## src/rtl/digit_pkg.sv

```systemverilog
package digit_pkg;
  localparam int CNT_W = 2;
  localparam int SEG_W = 7;
  localparam int DIGITS = 1 << CNT_W;

  // strobes passed from control to datapath
  typedef struct packed {
    logic clearCount;
    logic stepCount;
    logic blankOut;
  } ctrlStrobe_t;

  // segment pattern for one digit, bit 6 = A .. bit 0 = G, active-high
  function automatic logic [SEG_W-1:0] digitGlyph(input logic [CNT_W-1:0] value);
    logic [SEG_W-1:0] glyph;
    case (value)
      2'd0:    glyph = 7'b1111110;
      2'd1:    glyph = 7'b0110000;
      2'd2:    glyph = 7'b1101101;
      default: glyph = 7'b1111001;
    endcase
    return glyph;
  endfunction
endpackage

```

## src/rtl/digit_ctrl.sv

```systemverilog
module digit_ctrl
  import digit_pkg::*;
(
  input  logic        rstIn,
  output ctrlStrobe_t strobe
);
  always_comb begin
    strobe.clearCount = rstIn;
    strobe.stepCount  = !rstIn;
    strobe.blankOut   = rstIn;
  end
endmodule

```

## src/rtl/digit_datapath.sv

```systemverilog
module digit_datapath
  import digit_pkg::*;
(
  input  logic             clk,
  input  ctrlStrobe_t      strobe,
  output logic [CNT_W-1:0] countQ,
  output logic [SEG_W-1:0] segQ
);
  logic [CNT_W-1:0] countNext;
  logic [SEG_W-1:0] glyph;

  // next state: low bit inverts, high bit takes old high XOR old low
  always_comb begin
    countNext = countQ;
    if (strobe.clearCount) begin
      countNext = '0;
    end else if (strobe.stepCount) begin
      countNext[0] = ~countQ[0];
      countNext[1] = countQ[1] ^ countQ[0];
    end
  end

  always_ff @(posedge clk) begin
    countQ <= countNext;
  end

  always_comb begin
    glyph = digitGlyph(countQ);
  end

  // blanking gates every segment with the strobe
  genvar segIdx;
  generate
    for (segIdx = 0; segIdx < SEG_W; segIdx++) begin : g_seg
      assign segQ[segIdx] = glyph[segIdx] & ~strobe.blankOut;
    end
  endgenerate
endmodule

```

## src/rtl/digit_counter.sv

```systemverilog
module digit_counter
  import digit_pkg::*;
(
  input  logic             clk,
  input  logic             rstIn,
  output logic [CNT_W-1:0] countOut,
  output logic [SEG_W-1:0] segOut
);
  ctrlStrobe_t strobe;

  digit_ctrl ctrl_i (
    .rstIn  (rstIn),
    .strobe (strobe)
  );

  digit_datapath dp_i (
    .clk    (clk),
    .strobe (strobe),
    .countQ (countOut),
    .segQ   (segOut)
  );
endmodule

```

## config.mk

```make
export PLATFORM = sky130hd
export DESIGN_NAME = digit_counter
export DESIGN_NICKNAME = d
export VERILOG_FILES = /design/src/rtl/digit_pkg.sv /design/src/rtl/digit_ctrl.sv /design/src/rtl/digit_datapath.sv /design/src/rtl/digit_counter.sv
export SDC_FILE = /design/constraint.sdc
export NUM_CORES = 1
export LEC_CHECK = 0
export ABC_AREA = 1
export ABC_CLOCK_PERIOD_IN_PS = 1900
export BUFFER_PORTS_ARGS = -buffer_cell sky130_fd_sc_hd__buf_2
export CAP_MARGIN = 20
export CORE_AREA = 2 2 39 41
export CTS_CLUSTER_DIAMETER = 50
export DETAILED_ROUTE_END_ITERATION = 8
export DIE_AREA = 0 0 41 43
export PLACE_DENSITY_LB_ADDON = 0.05
export SYNTH_ARGS = -nofsm -noshare
export SYNTH_HDL_FRONTEND = slang
export SYNTH_HIERARCHICAL = 1
export SYNTH_SLANG_ARGS = --single-unit
```

## constraint.sdc

```tcl
create_clock -name clk -period 1.9 [get_ports clk]
set_clock_uncertainty 0.2 [all_clocks]
set_input_delay 0.38 -clock clk [delete_from_list [all_inputs] [get_ports clk]]
set_output_delay 0.38 -clock clk [all_outputs]
set_load 0.05 [all_outputs]
```

# Word-level counts from Yosys, hierarchy flattened
# Cells that the tools add are included.
[op_classes]
eq_ne = 2
n_mux = 1
n_bitwise = 10
n_reduce_logical = 1
[ops]
columns = ["op", "n"]
rows = [
  ["7-bit one-hot mux with 3 select lines", 1],
  ["1-bit bitwise AND", 7],
  ["2-bit by 1-bit == test with 1-bit output (second input constant)", 1],
  ["2-bit == test (second input constant)", 1],
  ["2-bit zero test", 1],
  ["1-bit NOT", 2],
  ["1-bit bitwise XOR", 1],
]
[totals]
regBits = 2
input_bits = 2
output_inout_bits = 9

# Depth between registers and ports, before layout
[logic_depth]
word_depth = 3
mapped_depth = 6

# By module
# Netlist, hierarchy kept.
[modules_own_cells]
columns = ["mod", "n_inst", "cells_per_inst", "area_each_um2", "seq_area_each_um2"]
rows = [
  ["digit_datapath", 1, 30, 201.4, 40.0],
  ["digit_ctrl", 1, 3, 18.8, 0.0],
]

# Worst setup path before layout
# Ideal clock, no wire load.
[synth_timing]
kind = "register to output"
start = "reg dp_i.countQ[1]"
end = "out segOut[6]"
t_arrival_ns = 2.061
required_time_ns = 1.320
path_slack_ns = -0.741
stages_incl_launch_ff = 5
path_buffers = 1
cell_sequence = "dfxtp_1 > inv_1 > ha_1 > nor2_1 > buf_4"
[synth_via]
elab_chain_len = 3
[synth_rtl]
columns = ["element", "line", "source"]
rows = [
  ["from (decl)", "digit_datapath.sv:6", "output logic [CNT_W-1:0] countQ,"],
  ["from (signal assigned)", "digit_datapath.sv:24", "countQ <= countNext;"],
  ["2-bit == test (tied with other cells)", "digit_pkg.sv:16", "case (value)"],
  ["7-bit one-hot mux with 3 select lines *", "digit_pkg.sv:16", ""],
  ["1-bit bitwise AND *", "digit_datapath.sv:35", "assign segQ[segIdx] = glyph[segIdx] & ~strobe.blankOut;"],
  ["to (decl)", "digit_counter.sv:7", "output logic [SEG_W-1:0] segOut"],
]
# Mark *: on every way between the ends. The rest lies on a longest branch, timed or not.

# Final worst setup path
[layout_timing]
start = "reg dp_i.countQ[0]"
end = "out segOut[2]"
# The elaborated chain is that of the path after synthesis.

==> impl_metrics.yaml <==
sta:
  fin_crit_ps: 1830
  rsz0062_at_grt: "yes"
  hold_viol_final: 0
  drv_slew: 0
  maxSlewHeadroom_pct: 83.6
  whs_ps: 315
  setup_viol: 0
  tightest_slew_ps: 248
  final.period_utilization_pct: 96.2
  max_freq_ghz: 0.547
cells_and_area:
  reg_top3: "dp_i/countQ: 2 flops"
  area_delta_synth_final_pct: 47.7
  final_area_um2: 325
  final_cell_mix: "inv_1 (7), clkbuf_4 (6), nor2_1 (6), ha_1 (6), buf_2 (5)"
  layout-drive-gt1-share_pct: 46.5
  nets: 53
  diodes: 0
  filler_cell_count: 168
  utilization_pct: 23.5
  final_common_cell: "inv_1"
  largest_reg_flops: 2
  largest-register: "dp_i/countQ"
die:
  fp-row-count: 14
  fp.dieH_um: 43
  coreArea_um2: 1380
  die_w_um: 41
  ios: 11
  dieArea_um2: 1760
  initial_core_util_pct: 15.9
global_routing:
  grt_start_max_net_pins: 9
  antenna_found_initial: 0
  grt_pass1_vias: 191
  grt_pass1_wl_um: 710
  grt-ovfl-total: 0
  grt_usage_pct: 6.30
logic_synthesis:
  synth.distinct_cells: 6
  ys_seq_elements: 2
  syn_area_per_cell_um2: 6.67
  yosys_warnings: 6
  yosysSeqAreaShare_pct: 18.2
  synth_fp_nets: 41
  syn_area_um2: 220
  synth_cells: 33
clocking:
  root_buffer: "clkbuf_4"
  htreeDepth: 1
  clock-sinks: 2
  insertion_delay_ps: 220
  numCtsBuffers: 3
  clockBufferDepth: 2
  clkSlewWorstSetupHoldPaths_ps: 30
  holdBufCountCts: 0
  ctsResizeCount: 0
  cts_tree: "built"
  postCtsSetupRepairBufs: 0
critical_path:
  arrival_ps: 1250
  endpoint_kind: "output pin"
  r2r_cells: 6
  crit_path_max_fanout: 6
  crit_required_ps: 1320
  critPathKind: "flip-flop to output pin"
  crit_path_start_kind: "flip-flop"
route:
  vias_per_cell: 3.29
  drtIter0Drc: 0
  wl_met1_um: 168
  post_drt_wl_per_cell_um: 6.98
  wl_met2_um: 205
  routed.top_layer: "met3"
  drt_wl_total_um: 412
  dr_wl_met3_um: 38
  ant_nets: 0
  vias: 194
  drc: 0
  firstDrtPassIters: 1
power:
  vdd_drop_max_uv: 202
  fin_total_pwr_uw: 255
  p_leak_uw: 0.000188
  p_per_area_nw_per_um2: 784
hold_path:
  min_path_type: "flip-flop to flip-flop"
  hold_path_depth: 2
placed_design:
  io_buffers: 10
  place_congestion: 0.567
  place_area_um2: 285
run:
  maxCapViolCount: 0
run_status:
  status: "completed"
## synthesized netlist by cell type, drive strengths merged
library cell,instances,area share (%)
inv,7,12
dfxtp,2,18
ha,6,34
buf,3,10
nand2,4,6.8
nor2,11,19
## per-layer routing
layer	up-vias	GRT usage [%]
li1	111	-
met1	77	6.67
met2	6	8.44
met3	0	1.57
met4	0	8.00
met5	-	0
## where the power goes
part           internal, uW  switching [uW]  total, uW
clock                  69.5            22.6       92.1
combinational          29.7            81.4        111
sequential             46.3            5.61       51.9
## path summary, 6_finish.rpt
kind | start | endpoint | slack (ps)
min reg2reg | dp_i/countQ[0] | dp_i/countQ[0] | 320
max reg2reg | dp_i/countQ[0] | dp_i/countQ[1] | 680
min | dp_i/countQ[0] | dp_i/countQ[0] | 320
max | dp_i/countQ[0] | segOut[2] | 70
## stage by stage
stage               TNS (ps)  instances  setup WS (ps)
global route           -7.33         59          -7.33
global placement           0         56            265
detailed placement         0         56            260
floorplan               -141         33          -78.0
finish                     0         59           72.4
CTS                        0         59           14.4
## critical path, cell delays in order, from the launching register on
cell and delay, ps:
dfxtp_4 360, inv_1 80, ha_1 230, nor2_1 130
nor2_2 40, buf_4 180
## final cells by class
type	count	area, um^2	share of cell area [%]
sequential	2	45.0	13.8
multi-input combinational	21	149	45.8
tap	16	20.0	6.15
timing repair buffer	10	62.6	19.2
clock buffer	3	22.5	6.92
inverter	7	26.3	8.08
## cell families after synthesis
group	count (synthesis)	share of synthesized area, %
AND/OR/NAND/NOR	15	25.6
buffers and inverters	10	22.2
flip-flops	2	18.2
adder cells (fa/ha/maj)	6	34.1
No activity file was read; power rests on OpenSTA's default activity.
